==> config.mk <==
export PLATFORM = sky130hd
export DESIGN_NAME = term_io_port
export DESIGN_NICKNAME = d
export VERILOG_FILES = /design/src/rtl/term_io_pkg.sv /design/src/rtl/kb_capture.sv /design/src/rtl/prn_serializer.sv /design/src/rtl/term_io_port.sv
export SDC_FILE = /design/constraint.sdc
export NUM_CORES = 1
export LEC_CHECK = 0
export BUFFER_PORTS_ARGS = -buffer_cell sky130_fd_sc_hd__buf_4
export CAP_MARGIN = 20
export CELL_PAD_IN_SITES_DETAIL_PLACEMENT = 0
export CELL_PAD_IN_SITES_GLOBAL_PLACEMENT = 1
export CORE_UTILIZATION = 39
export DETAILED_ROUTE_END_ITERATION = 7
export HOLD_SLACK_MARGIN = 0.15
export PLACE_DENSITY_LB_ADDON = 0.1
export SKIP_CTS_REPAIR_TIMING = 1
export SLEW_MARGIN = 20
export SYNTH_ARGS = -nofsm -noshare
export SYNTH_HDL_FRONTEND = slang
export SYNTH_SLANG_ARGS = --single-unit
==> constraint.sdc <==
create_clock -name clk -period 1.66 [get_ports clk]
set_clock_uncertainty 0.1 [all_clocks]
set_input_delay 0.498 -clock clk [delete_from_list [all_inputs] [get_ports clk]]
set_output_delay 0.498 -clock clk [all_outputs]
set_load 0.005 [all_outputs]
==> src/rtl/term_io_pkg.sv <==
package term_io_pkg;

    typedef enum logic [1:0] {
        KB_IDLE = 2'd0,
        KB_RECV = 2'd1,
        KB_FULL = 2'd2
    } kb_phase_e;

    typedef enum logic {
        PR_EMPTY = 1'b0,
        PR_BUSY  = 1'b1
    } pr_phase_e;

endpackage

==> src/rtl/kb_capture.sv <==
module kb_capture
    import term_io_pkg::*;
#(
    parameter int DATA_W = 8
) (
    input  logic              clk,
    input  logic              rst_n,
    input  logic              start_i,
    input  logic              shift_i,
    input  logic              bit_i,
    input  logic              take_i,
    output logic              full_o,
    output logic [DATA_W-1:0] data_o
);
    localparam int CNT_W = (DATA_W > 1) ? $clog2(DATA_W) : 1;
    localparam logic [CNT_W-1:0] LAST = CNT_W'(DATA_W - 1);

    typedef struct packed {
        kb_phase_e         phase;
        logic [CNT_W-1:0]  cnt;
        logic [DATA_W-1:0] data;
    } kb_state_t;

    kb_state_t st_d, st_q;

    always_comb begin
        st_d = st_q;
        unique case (st_q.phase)
            KB_IDLE: begin
                if (start_i) begin
                    st_d.phase = KB_RECV;
                    st_d.cnt   = '0;
                end
            end
            KB_RECV: begin
                if (start_i) begin
                    st_d.cnt = '0;
                end else if (shift_i) begin
                    st_d.data = {bit_i, st_q.data[DATA_W-1:1]};
                    if (st_q.cnt == LAST) begin
                        st_d.phase = KB_FULL;
                        st_d.cnt   = '0;
                    end else begin
                        st_d.cnt = st_q.cnt + 1'b1;
                    end
                end
            end
            KB_FULL: begin
                if (take_i) begin
                    st_d.phase = KB_IDLE;
                end
            end
            default: st_d.phase = KB_IDLE;
        endcase
    end

    always_ff @(posedge clk) begin
        if (!rst_n) begin
            st_q.phase <= KB_IDLE;
            st_q.cnt   <= '0;
            st_q.data  <= '0;
        end else begin
            st_q <= st_d;
        end
    end

    assign full_o = (st_q.phase == KB_FULL);
    assign data_o = st_q.data;


    kb_full_after_shift_chk: assert property (@(posedge clk) disable iff (!rst_n)
        $rose(full_o) |-> $past(shift_i));


    kb_locked_hold_chk: assert property (@(posedge clk) disable iff (!rst_n)
        full_o |=> $stable(data_o));


    kb_take_clears_chk: assert property (@(posedge clk) disable iff (!rst_n)
        (full_o && take_i) |=> !full_o);


    kb_take_empty_chk: assert property (@(posedge clk) disable iff (!rst_n)
        (!full_o && take_i && !shift_i) |=> ($stable(data_o) && !full_o));

endmodule

==> src/rtl/prn_serializer.sv <==
module prn_serializer
    import term_io_pkg::*;
#(
    parameter int DATA_W = 8
) (
    input  logic              clk,
    input  logic              rst_n,
    input  logic              load_i,
    input  logic [DATA_W-1:0] load_data_i,
    input  logic              shift_i,
    output logic              empty_o,
    output logic              line_o
);
    localparam int CNT_W = (DATA_W > 1) ? $clog2(DATA_W) : 1;
    localparam logic [CNT_W-1:0] LAST = CNT_W'(DATA_W - 1);

    typedef struct packed {
        pr_phase_e         phase;
        logic [CNT_W-1:0]  cnt;
        logic [DATA_W-1:0] shreg;
    } pr_state_t;

    pr_state_t st_d, st_q;

    always_comb begin
        st_d = st_q;
        unique case (st_q.phase)
            PR_EMPTY: begin
                if (load_i) begin
                    st_d.phase = PR_BUSY;
                    st_d.cnt   = '0;
                    st_d.shreg = load_data_i;
                end
            end
            PR_BUSY: begin
                if (shift_i) begin
                    st_d.shreg = {1'b0, st_q.shreg[DATA_W-1:1]};
                    if (st_q.cnt == LAST) begin
                        st_d.phase = PR_EMPTY;
                        st_d.cnt   = '0;
                    end else begin
                        st_d.cnt = st_q.cnt + 1'b1;
                    end
                end
            end
            default: st_d.phase = PR_EMPTY;
        endcase
    end

    always_ff @(posedge clk) begin
        if (!rst_n) begin
            st_q.phase <= PR_EMPTY;
            st_q.cnt   <= '0;
            st_q.shreg <= '0;
        end else begin
            st_q <= st_d;
        end
    end

    assign empty_o = (st_q.phase == PR_EMPTY);
    assign line_o  = (st_q.phase == PR_BUSY) ? st_q.shreg[0] : 1'b1;


    pr_load_clears_chk: assert property (@(posedge clk) disable iff (!rst_n)
        (empty_o && load_i) |=> !empty_o);


    pr_empty_after_shift_chk: assert property (@(posedge clk) disable iff (!rst_n)
        $rose(empty_o) |-> $past(shift_i));


    pr_idle_mark_chk: assert property (@(posedge clk) disable iff (!rst_n)
        empty_o |-> line_o);


    pr_busy_write_chk: assert property (@(posedge clk) disable iff (!rst_n)
        (!empty_o && !shift_i) |=> ($stable(line_o) && !empty_o));

endmodule

==> src/rtl/term_io_port.sv <==
module term_io_port #(
    parameter int DATA_W = 8
) (
    input  logic              clk,
    input  logic              rst_n,
    input  logic              kb_start,
    input  logic              kb_shift,
    input  logic              kb_bit,
    output logic              key_full,
    input  logic              acc_rd,
    output logic [DATA_W-1:0] rd_data,
    input  logic              acc_wr,
    input  logic [DATA_W-1:0] wr_data,
    output logic              prn_empty,
    input  logic              prn_shift,
    output logic              prn_bit
);

    kb_capture #(.DATA_W(DATA_W)) u_kb (
        .clk     (clk),
        .rst_n   (rst_n),
        .start_i (kb_start),
        .shift_i (kb_shift),
        .bit_i   (kb_bit),
        .take_i  (acc_rd),
        .full_o  (key_full),
        .data_o  (rd_data)
    );

    prn_serializer #(.DATA_W(DATA_W)) u_prn (
        .clk         (clk),
        .rst_n       (rst_n),
        .load_i      (acc_wr),
        .load_data_i (wr_data),
        .shift_i     (prn_shift),
        .empty_o     (prn_empty),
        .line_o      (prn_bit)
    );

endmodule

==> impl_summary.log <==
[metrics] Initial Utilization: 40.7%
[metrics] maximum number of pins on one net before global-route repair: 27
[metrics] share of post-route cells with drive strength above 1: 27.7%
[metrics] top post-synthesis cells by count: sky130_fd_sc_hd__dfxtp_1, sky130_fd_sc_hd__nor2b_1, sky130_fd_sc_hd__a22oi_1, sky130_fd_sc_hd__mux2i_1
[metrics] sum of negative setup slack: 0 ps
[metrics] worst-case setup margin in the final layout: 90.6 ps
[metrics] total of max-cap violations: 0
[metrics] sum of routed wire length over all layers: 1.88 mm
[metrics] achievable clock frequency: 637 MHz
[metrics] Max clock buf depth: 2
[metrics] DIE HEIGHT: 55.4 um
[metrics] result of the run: finished clean
[metrics] insertion delay to the later sink of the worst-skew pair: 310 ps
[metrics] number of H-tree branching levels: 1
[metrics] TritonCTS clock tree: built
[metrics] Antenna diodes: 0
[metrics] Finished Core Util: 48.3%
[metrics] required time of the worst setup path: 1060 ps
[metrics] path type of the worst setup path: flop to output port
[metrics] Num CTS Buffers: 3
[metrics] number of nets at the end of the flow: 151
[metrics] number of port buffers: 26
[metrics] Post-Syn Nets: 131
[metrics] unrepaired setup endpoints after global routing: false
[metrics] Netlist cell types: 23
[metrics] clock transition time at the flip-flop clock pins of the worst setup and hold paths: 140 ps
[metrics] predominant post-synthesis flop cell: sky130_fd_sc_hd__dfxtp_1
[metrics] top cells by area in the synthesized netlist: sky130_fd_sc_hd__dfxtp_1, sky130_fd_sc_hd__nor2b_1, sky130_fd_sc_hd__mux2i_1
[metrics] share of the yosys chip area belonging to registers: 44.9%
[metrics] Critical Path Source: u_kb.st_q[12]$_SDFFE_PN0P_
[metrics] Pre-antenna DRT Iters: 4
[metrics] Synth Instances: 111
[metrics] Final Cycle Share: 94.5%
[metrics] post-route cell area: 1320 um2
[metrics] floorplan die width: 55.4 um
[metrics] worst-path fanout max: 4
[metrics] startpoint class of the critical path: flop
[metrics] area of the mapped netlist: 1110 um2
[metrics] post-place instance area: 1290 um2
[metrics] largest incremental delay on the critical path: 380 ps
[metrics] power per standard cell area: 772 nW/um2
[metrics] dpl hpwl: 1.30 mm
[metrics] leakage dissipation: 0.000530 uW
[metrics] vias in the first global route: 757
[metrics] mean instance size in the synthesized netlist: 10.0 um2
[metrics] pin slew with the least headroom to its limit: 575 ps
[metrics] average via count per standard cell: 5.01
[metrics] worst slack at placement: 74.7 ps
[metrics] share of flip-flops with an asynchronous set or reset: 0%
[metrics] count of flip-flops with a built-in enable after synthesis: 0
[metrics] classification of the worst-slack hold path: input port to flop
[metrics] sort of element at the end of the critical path: output port
[metrics] Via Count: 806
[metrics] placeable core area: 2730 um2
[metrics] area of the die: 3070 um2
[metrics] Layout area overhead: 18.5%
[metrics] Placer Congestion: 0.702
[metrics] share of the synthesized area in the top cell type: 44.9%
[metrics] #FFs+latches synth: 25
[metrics] fin. max-slew vios: 0
[metrics] r2r setup slk: 290 ps
[metrics] final period demand of the worst path: 1570 ps
[metrics] beginning of the worst register-to-register path: u_prn.st_q[11]$_SDFF_PN0_
[metrics] overall track demand over capacity in global routing: 13.5%
[metrics] placement row count: 19
[metrics] VDD IR max: 422 uV
[metrics] Final setup violation count: 0
[metrics] number of placed I/O pins: 27
[metrics] worst-case headroom to the max-slew limit: 61.6%
[metrics] average wire per cell in the routed design: 11.7 um
[metrics] clock sink count: 25
[metrics] Yosys warnings: 0
[metrics] worst path cell trace: nor2b_2 > buf_4
[metrics] slowest library cell on the worst path: sky130_fd_sc_hd__dfxtp_1
[metrics] worst endpoint data arrival time: 970 ps
[metrics] post-route DRC violation count: 0
[metrics] initial detailed-routing violation count: 25
[metrics] endpoints failing hold: 0
[metrics] depth of the worst register-to-register path: 3
[metrics] cell taking the most area after synthesis: sky130_fd_sc_hd__dfxtp_1
[metrics] critical path capture point: key_full
[metrics] global route total overflow: 0
[metrics] global-route wire length before repair: 3.35 mm
[metrics] master cell of the clock root buffer: sky130_fd_sc_hd__clkbuf_4
[metrics] cell with the most instances after synthesis: sky130_fd_sc_hd__dfxtp_1
[metrics] FF-to-FF End: u_prn.st_q[2]$_SDFFE_PN0P_
[metrics] number of antenna violations at the first check in global routing: 0
[metrics] fillers: 271
[metrics] post-route antenna net violation count: 0
## critical path, delay by kind of cell (launching register included)
kind	cells	cell delay, ps
flip-flops	1	380
buffers and inverters	1	120
AND/OR/NAND/NOR	1	170
## metrics by stage
step	std cells	power, uW	hold slack (ps)
global placement	157	758	348
detailed placement	157	760	355
global route	161	1070	258
floorplan	111	706	320
finish	161	1020	266
CTS	161	1030	258
## worst min path at each step
stage	startpoint	endpoint	cells after the start
3_3_place_gp	u_kb.st_q[12]$_SDFFE_PN0P_	u_kb.st_q[11]$_SDFFE_PN0P_	1
6_report	prn_shift	u_prn.st_q[11]$_SDFF_PN0_	2
5_1_grt	prn_shift	u_prn.st_q[11]$_SDFF_PN0_	2
2_1_floorplan	u_kb.st_q[12]$_SDFFE_PN0P_	u_kb.st_q[11]$_SDFFE_PN0P_	1
3_5_place_dp	u_prn.st_q[0]$_SDFFE_PN0P_	u_prn.st_q[0]$_SDFFE_PN0P_	2
4_1_cts	prn_shift	u_prn.st_q[11]$_SDFF_PN0_	2
## cells by family after synthesis
group	count (synthesis)	share of synthesized area (%)
buffers and inverters	16	8.99
and+or+nand+nor	31	16.1
AOI/OAI and AO/OA	26	17.4
DFF	25	44.9
muxes	9	8.09
adders and majority gates	4	4.49
## flip-flops by register name, summed over array words and instances (netlist names)
signal,count
u_kb.data_o,8
u_kb.st_q,5
u_prn.st_q,12
## metal layers
layer	GRT usage, %	part of all wire (%)	wire (um)
met5	0	0	0
met2	19.4	41	772
met3	2.34	3.9	73
met1	19.5	54	1020
met4	6.43	0.85	16
## report_power, final
group	internal, uW	leakage, uW	total, uW	switching, uW
sequential	619	0.000204	631	12.6
combinational	66.7	0.000311	116	49.5
clock	93.8	0.0000150	272	178
## cell type report
cell class	instances	area (um2)	share of cell area, %
Inverter	2	7.51	0.569
Sequential cell	25	502	38.0
Clock buffer	4	26.3	1.99
Multi-Input combinational cell	70	515	39.1
Tap cell	31	38.8	2.94
Timing Repair Buffer	29	230	17.4
## cells in the final DEF, fill, tap and decap left out
master and n:
sky130_fd_sc_hd__mux2i_1 9, sky130_fd_sc_hd__dfxtp_2 1, sky130_fd_sc_hd__or2_2 1, sky130_fd_sc_hd__buf_4 28
sky130_fd_sc_hd__clkbuf_4 3, sky130_fd_sc_hd__a22oi_1 12, sky130_fd_sc_hd__nand2_1 8, sky130_fd_sc_hd__a21boi_0 7
sky130_fd_sc_hd__o21ai_0 1, sky130_fd_sc_hd__buf_12 1, sky130_fd_sc_hd__and2_4 1, sky130_fd_sc_hd__nor2_1 2
sky130_fd_sc_hd__and4bb_1 1, sky130_fd_sc_hd__a32o_1 3, sky130_fd_sc_hd__nor2b_1 14, sky130_fd_sc_hd__nor3b_1 1
sky130_fd_sc_hd__nand2b_1 1, sky130_fd_sc_hd__a21oi_1 2, sky130_fd_sc_hd__dfxtp_1 24, sky130_fd_sc_hd__and2_1 1
sky130_fd_sc_hd__clkbuf_1 1, sky130_fd_sc_hd__nor2b_2 1, sky130_fd_sc_hd__inv_1 2, sky130_fd_sc_hd__ha_1 4
sky130_fd_sc_hd__a31oi_1 1
(Power assumes the default switching activity.)
